$ cat src/rtl/agu_pkg.sv
package agu_pkg;
  typedef enum logic [1:0] {
    OP_SEQ  = 2'd0,
    OP_BCC  = 2'd1,
    OP_BRA  = 2'd2,
    OP_MEM  = 2'd3
  } agu_op_e;

  typedef enum logic [2:0] {
    CC_CCLR = 3'd0,
    CC_CSET = 3'd1,
    CC_ZCLR = 3'd2,
    CC_ZSET = 3'd3,
    CC_NCLR = 3'd4,
    CC_NSET = 3'd5,
    CC_VCLR = 3'd6,
    CC_VSET = 3'd7
  } agu_cond_e;

  localparam int unsigned FLAG_C = 0;
  localparam int unsigned FLAG_V = 1;
  localparam int unsigned FLAG_Z = 2;
  localparam int unsigned FLAG_N = 3;
endpackage

$ cat src/rtl/agu_cond.sv
module agu_cond
  import agu_pkg::*;
(
  input  logic [3:0] flags_i,
  input  logic [2:0] cond_sel_i,
  output logic       cond_o
);
  logic flag_sel;

  // low bit picks polarity, upper bits pick flag
  always_comb begin
    unique case (cond_sel_i[2:1])
      2'd0:    flag_sel = flags_i[FLAG_C];
      2'd1:    flag_sel = flags_i[FLAG_Z];
      2'd2:    flag_sel = flags_i[FLAG_N];
      default: flag_sel = flags_i[FLAG_V];
    endcase
  end

  assign cond_o = cond_sel_i[0] ? flag_sel : ~flag_sel;
endmodule

$ cat src/rtl/agu_rel.sv
module agu_rel #(
  parameter int unsigned ADDR_W = 16,
  parameter int unsigned OFF_W  = 9
) (
  input  logic [ADDR_W-1:0] pc_i,
  input  logic [OFF_W-1:0]  off_i,
  output logic [ADDR_W-1:0] target_o
);
  localparam int unsigned EXT_W = ADDR_W - OFF_W - 1;

  logic [ADDR_W-1:0] disp;

  // word offset -> byte displacement, sign extended
  generate
    if (EXT_W > 0) begin : g_ext
      assign disp = {{EXT_W{off_i[OFF_W-1]}}, off_i, 1'b0};
    end else begin : g_trunc
      assign disp = {off_i[ADDR_W-2:0], 1'b0};
    end
  endgenerate

  assign target_o = pc_i + ADDR_W'(2) + disp;
endmodule

$ cat src/rtl/agu_idx.sv
module agu_idx #(
  parameter int unsigned ADDR_W = 16,
  parameter int unsigned IDX_W  = 5
) (
  input  logic [ADDR_W-1:0] base_i,
  input  logic [IDX_W-1:0]  off_i,
  input  logic              word_i,
  output logic [ADDR_W-1:0] ea_o,
  output logic              misalign_o
);
  assign ea_o       = base_i + {{(ADDR_W-IDX_W){1'b0}}, off_i};
  assign misalign_o = word_i & ea_o[0];
endmodule

$ cat src/rtl/agu_top.sv
module agu_top
  import agu_pkg::*;
#(
  parameter int unsigned ADDR_W  = 16,
  parameter int unsigned SREL_W  = 9,
  parameter int unsigned LREL_W  = 10,
  parameter int unsigned IDX_W   = 5
) (
  input  logic              clk_i,
  input  logic              rst_ni,
  input  logic              valid_i,
  input  logic [1:0]        op_i,
  input  logic [ADDR_W-1:0] pc_i,
  input  logic [LREL_W-1:0] offset_i,
  input  logic [3:0]        flags_i,
  input  logic [2:0]        cond_sel_i,
  input  logic [ADDR_W-1:0] base_i,
  input  logic              size_word_i,
  output logic              valid_o,
  output logic [ADDR_W-1:0] next_pc_o,
  output logic              taken_o,
  output logic [ADDR_W-1:0] ea_o,
  output logic              ea_word_o,
  output logic              misalign_o
);
  logic              cond_ok;
  logic [ADDR_W-1:0] seq_pc, short_pc, long_pc, idx_ea;
  logic              idx_mis;
  logic [ADDR_W-1:0] pc_d, ea_d;
  logic              taken_d, word_d, mis_d;

  agu_cond u_cond (
    .flags_i    (flags_i),
    .cond_sel_i (cond_sel_i),
    .cond_o     (cond_ok)
  );

  agu_rel #(.ADDR_W(ADDR_W), .OFF_W(SREL_W)) u_rel_short (
    .pc_i     (pc_i),
    .off_i    (offset_i[SREL_W-1:0]),
    .target_o (short_pc)
  );

  agu_rel #(.ADDR_W(ADDR_W), .OFF_W(LREL_W)) u_rel_long (
    .pc_i     (pc_i),
    .off_i    (offset_i),
    .target_o (long_pc)
  );

  agu_idx #(.ADDR_W(ADDR_W), .IDX_W(IDX_W)) u_idx (
    .base_i     (base_i),
    .off_i      (offset_i[IDX_W-1:0]),
    .word_i     (size_word_i),
    .ea_o       (idx_ea),
    .misalign_o (idx_mis)
  );

  assign seq_pc = pc_i + ADDR_W'(2);

  always_comb begin
    pc_d    = seq_pc;
    ea_d    = '0;
    taken_d = 1'b0;
    word_d  = 1'b0;
    mis_d   = 1'b0;
    unique case (agu_op_e'(op_i))
      OP_BCC: begin
        taken_d = cond_ok;
        if (cond_ok) pc_d = short_pc;
      end
      OP_BRA: begin
        taken_d = 1'b1;
        pc_d    = long_pc;
      end
      OP_MEM: begin
        ea_d   = idx_ea;
        word_d = size_word_i;
        mis_d  = idx_mis;
      end
      default: ;
    endcase
  end

  always_ff @(posedge clk_i or negedge rst_ni) begin
    if (!rst_ni) begin
      valid_o <= 1'b0;
    end else begin
      valid_o <= valid_i;
    end
  end

  always_ff @(posedge clk_i or negedge rst_ni) begin
    if (!rst_ni) begin
      next_pc_o  <= '0;
      taken_o    <= 1'b0;
      ea_o       <= '0;
      ea_word_o  <= 1'b0;
      misalign_o <= 1'b0;
    end else if (valid_i) begin
      next_pc_o  <= pc_d;
      taken_o    <= taken_d;
      ea_o       <= ea_d;
      ea_word_o  <= word_d;
      misalign_o <= mis_d;
    end
  end
endmodule

$ cat config.mk
export PLATFORM = sky130hd
export DESIGN_NAME = agu_top
export DESIGN_NICKNAME = d
export VERILOG_FILES = /design/src/rtl/agu_pkg.sv /design/src/rtl/agu_cond.sv /design/src/rtl/agu_rel.sv /design/src/rtl/agu_idx.sv /design/src/rtl/agu_top.sv
export SDC_FILE = /design/constraint.sdc
export NUM_CORES = 1
export LEC_CHECK = 0
export BUFFER_PORTS_ARGS = -buffer_cell sky130_fd_sc_hd__buf_2
export CAP_MARGIN = 20
export CORE_UTILIZATION = 55
export CTS_BUF_LIST = sky130_fd_sc_hd__clkbuf_4
export CTS_CLUSTER_SIZE = 16
export DETAILED_ROUTE_END_ITERATION = 8
export GPL_TIMING_DRIVEN = 0
export PLACE_DENSITY = 0.78
export SYNTH_ARGS = -nofsm -noshare
export SYNTH_HDL_FRONTEND = slang
export SYNTH_HIERARCHICAL = 1
export SYNTH_SLANG_ARGS = --single-unit
$ cat constraint.sdc
create_clock -name clk_i -period 0.9 [get_ports clk_i]
set_input_delay 0.18 -clock clk_i [delete_from_list [all_inputs] [get_ports clk_i]]
set_output_delay 0.18 -clock clk_i [all_outputs]
set_load 0.03 [all_outputs]
==> results_dict.tcl, run 1 <==
set metrics [dict create \
    clock-sinks 36 \
    async_reset_ff_frac 1.000 \
    htree_num_levels 2 \
    ys_ff_latch 36 \
    start_util 0.5731 \
    haltStage "5_1_grt" \
    postGrtWorstEndpoint "next_pc_o[12]$_DFFE_PN0P_/D" \
    grt_max_degree 37 \
    ys.warnings.count 6 \
    synth-edff-count 0 \
    status "aborted with a tool error" \
    fp.dieH_um 89.40 \
    synth_top_area_cell "dfrtp_1" \
    cts_buffers 5 \
    yosysSeqAreaShare 0.2144 \
    gp_congestion 0.8642 \
    syn_inst 491 \
    ys.flop_type "dfrtp_1" \
    ctsRootBufferMaster "clkbuf_4" \
    grt_use_total 0.8688 \
    synth_fp_nets 612 \
    avgSynthCellArea_um2 8.557 \
    place_inst 680 \
    stop_error "[ERROR GRT-0232] Routing congestion too high. Check the congestion heatmap in the GUI." \
    worstEndpointType "register input" \
    pin_count 91 \
    clock_path_buffers 2 \
    synth_top_cell_area_share 0.2144 \
    ys_types 60 \
    port_buffers 90 \
    grt_overflow 232 \
    synth_area_leaders "dfrtp_1 (21%), ha_1 (19%), xnor2_1 (6.3%), inv_1 (4.7%), nand3_1 (4.4%)" \
    rows 31 \
    synth.most_common_cell "ha_1" \
    synth_common_cells "ha_1 (63), inv_1 (53), nand3_1 (37), dfrtp_1 (36), nand2_1 (33)" \
    die_w_um 89.40 \
    dp_hpwl_mm 9.397 \
    syn_area_mm2 0.004202 \
]
[metal layers]
layer / global-route usage / GRT overflow
met4: 0.9957 / 82
met2: 1.056 / 146
met5: 0.1948 / 0
met3: 0.7101 / 4
met1: 0.8230 / 0
[what timing repair did]
item / 4_1_cts
gates cloned: 0
pin swaps: 57
hold endpoints to repair: 36
buffers inserted: 36
endpoints found under the setup margin: 70
gates resized for setup: 172
[logic make-up after synthesis]
logic type	after synthesis	share of synthesized area
AOI/OAI and AO/OA	132	0.2263
xor gates and xnor gates	49	0.1021
adders and majority gates	66	0.2019
buffers and inverters	68	0.06343
DFF	36	0.2144
muxes	1	0.005360
and+or+nand+nor	139	0.1864
[per-stage QoR]
| stage | utilization | area (um2) | worst slack (ns) |
|---|---|---|---|
| floorplan | - | 4651 | -1.366 |
| global placement | 0.7128 | 5225 | -1.821 |
| detailed placement | 0.7128 | 5225 | -1.873 |
| CTS | 0.8677 | 6361 | -1.283 |
==> inputs of run 2 (changes only) <==
- CORE_UTILIZATION: 55 -> 40
- CTS_BUF_LIST: sky130_fd_sc_hd__clkbuf_4 -> not set
- CTS_CLUSTER_SIZE: 16 -> not set
- PLACE_DENSITY: 0.78 -> not set
- PLACE_DENSITY_LB_ADDON: not set -> 0.15
==> results_dict.tcl, run 2 <==
set metrics [dict create \
    status "complete, but fails checks" \
    failed_checks "hold timing, setup timing" \
    synth_fp_nets 612 \
    worst_pin_slew_ns 0.8303 \
    place_inst 717 \
    timing.hold.ws_ns -0.01570 \
    final_common_cell "buf_4" \
    syn_area_mm2 0.004202 \
    holdCritPathClass "input pin to asynchronous set/reset pin" \
    grt_use_total 0.2356 \
    die_w_um 104.5 \
    insertion_delay_ns 0.29 \
    firstDrtPassIters 4 \
    postCtsHoldBufs 0 \
    top_regs "ea_o: 16 flops, next_pc_o: 16 flops" \
    ys_ff_latch 36 \
    p_sw_frac 0.3814 \
    layout_setup_ws_ns -1.414 \
    gp_congestion 0.8493 \
    regArea_um2 900.9 \
    cts_buffers 5 \
    synth.most_common_cell "ha_1" \
    port_buffers 90 \
    clock-sinks 36 \
    yosysSeqAreaShare 0.2144 \
    fp.dieArea_mm2 0.01092 \
    multi_input_area_mm2 0.003923 \
    seq_power_share 0.237 \
    synth_top_area_cell "dfrtp_1" \
    htree_num_levels 2 \
    power_density_mw_per_mm2 1244 \
    drt_wl_total_mm 13.03 \
    ys.flop_type "dfrtp_1" \
    grt_max_degree 37 \
    p_int_w 0.005050 \
    synth_top_cell_area_share 0.2144 \
    post_drt_via_cell_ratio 5.516 \
    cp-start-kind "input pin" \
    avgSynthCellArea_um2 8.557 \
    p_clk_frac 0.193 \
    grt_pass1_wl_mm 20.67 \
    area_delta_synth_final_pct 56.16 \
    layout-drive-gt1-share 0.4513 \
    clock_path_buffers 2 \
    ys.warnings.count 6 \
    p_comb_frac 0.570 \
    diodes 0 \
    grt_pass1_vias 4057 \
    cts_tree "yes" \
    async_reset_ff_frac 1.000 \
    ys_types 60 \
    power_switching_w 0.003114 \
    drcViolationCount 0 \
    slew_headroom 0.4465 \
    clkTransAtPathRegs_ns 0.07 \
    start_util 0.4107 \
    grt_overflow 0 \
    pin_count 91 \
    drv.max_cap_violation_count 0 \
    core_mm2 0.01023 \
    rsz0062_at_grt "yes" \
    end_kind "flop" \
    ir_drop_mv 0.6154 \
    finalNonFillerCells 772 \
    dp_hpwl_mm 9.552 \
    worstSetupPathType "input pin to flop" \
    path_max_fanout 3 \
    setup_viol_count_final 68 \
    wire_per_inst_um 16.88 \
    syn_inst 491 \
    drtIter0Drc 178 \
    most-common-layout-cells "buf_4 (50), buf_6 (48), inv_1 (46), ha_4 (44), buf_2 (41)" \
    reg2reg_slack_ns -0.01 \
    ctsRootBufferMaster "clkbuf_8" \
    clock_skew_ns 0 \
    crit_required_ns 1.08 \
    post-route-util 0.6413 \
    layout_min_cycle_time_ns 2.314 \
    synth-edff-count 0 \
    fmax_ghz 0.4321 \
    critical_path_arrival_ns 2.49 \
    period_share 2.571 \
    p_leak_nw 2.782 \
    synth_area_leaders "dfrtp_1 (21%), ha_1 (19%), xnor2_1 (6.3%), inv_1 (4.7%), nand3_1 (4.4%)" \
    hold_viol 24 \
    nFillCells 836 \
    drtAntennaViolNets 0 \
    vias 4258 \
    finalPower_w 0.008164 \
    rows 37 \
    antenna_found_initial 0 \
    synth_common_cells "ha_1 (63), inv_1 (53), nand3_1 (37), dfrtp_1 (36), nand2_1 (33)" \
    fp.dieH_um 104.5 \
    finalNetCount 756 \
    slew_violations 0 \
]
[run 2: cell counts after synthesis]
Identical to the previous run, type by type.
[run 2: metal layers]
metal | vias to the layer above | global-route usage | part of all wire
met4 | 0 | 0.05000 | 0.014
met5 | - | 0 | 0
met1 | 2075 | 0.3028 | 0.44
met3 | 17 | 0.02757 | 0.031
met2 | 90 | 0.4210 | 0.52
li1 | 2076 | - | -
[run 2: cell type report]
type                    count  area share
multi-input cells         387      0.5978
repair buffers            138      0.1770
flip-flops and latches     36      0.1373
inverters                  53     0.03032
well taps                 136     0.02593
clock buffers               7     0.01468
plain buffers              14     0.01240
clock inverters             1    0.004577
[run 2: power groups by stage]
stage / sequential [W] / combinational (W) / clock [W]
after CTS: 0.00193 / 0.00439 / 0.00159
after floorplan: 0.00227 / 0.00222 / 0
after detailed placement: 0.00193 / 0.00360 / 0
after global routing: 0.00195 / 0.00502 / 0.00169
after global placement: 0.00192 / 0.00354 / 0
final: 0.00194 / 0.00465 / 0.00158
[run 2: critical path, cell delays in order]
cell and delay [ns]:
buf_12 0.11, ha_4 0.26, ha_4 0.13, inv_2 0.03, fa_2 0.36, nor2b_4 0.12
o211a_1 0.18, o21ai_1 0.11, a21oi_2 0.23, a41oi_2 0.17, a221o_1 0.40, o22ai_1 0.13
a21oi_1 0.06
[run 2: path summary, 6_finish.rpt]
kind | from | endpoint | cells after the start
max | offset_i[1] | next_pc_o[14]$_DFFE_PN0P_ | 13
min | rst_ni | ea_o[1]$_DFFE_PN0P_ | 1
max reg2reg | next_pc_o[4]$_DFFE_PN0P_ | next_pc_o[4]$_DFFE_PN0P_ | 3
min reg2reg | ea_o[11]$_DFFE_PN0P_ | ea_o[11]$_DFFE_PN0P_ | 2
max in group asynchronous | rst_ni | next_pc_o[13]$_DFFE_PN0P_ | 1
min in group clk_i | valid_i | valid_o$_DFF_PN0_ | 1
[run 2: metrics by stage]
step / setup TNS [ns] / setup slack, ns / area [um2]
2_1_floorplan: -22.53 / -1.366 / 4651
3_3_place_gp: -33.89 / -1.865 / 5271
3_5_place_dp: -34.52 / -1.891 / 5271
4_1_cts: -25.73 / -1.432 / 6277
5_1_grt: -29.03 / -1.472 / 6561
6_report: -25.80 / -1.414 / 6561
[run 2: logic make-up (layout without fill, tap and decap cells)]
group           Yosys count  count (layout)  synth area share
mux                       1               1          0.005360
simple gates            139             139            0.1864
compound gates          132             132            0.2263
buf+inv                  68             213           0.06343
fa+ha+maj                66              66            0.2019
xor+xnor                 49              49            0.1021
flops                    36              36            0.2144
[run 2: timing repair]
item	in CTS	in global routing
buffers inserted	30	19
endpoints found under the setup margin	70	71
pin swaps	48	26
gates resized for setup	149	37
Power figures use the tool's default switching activity.
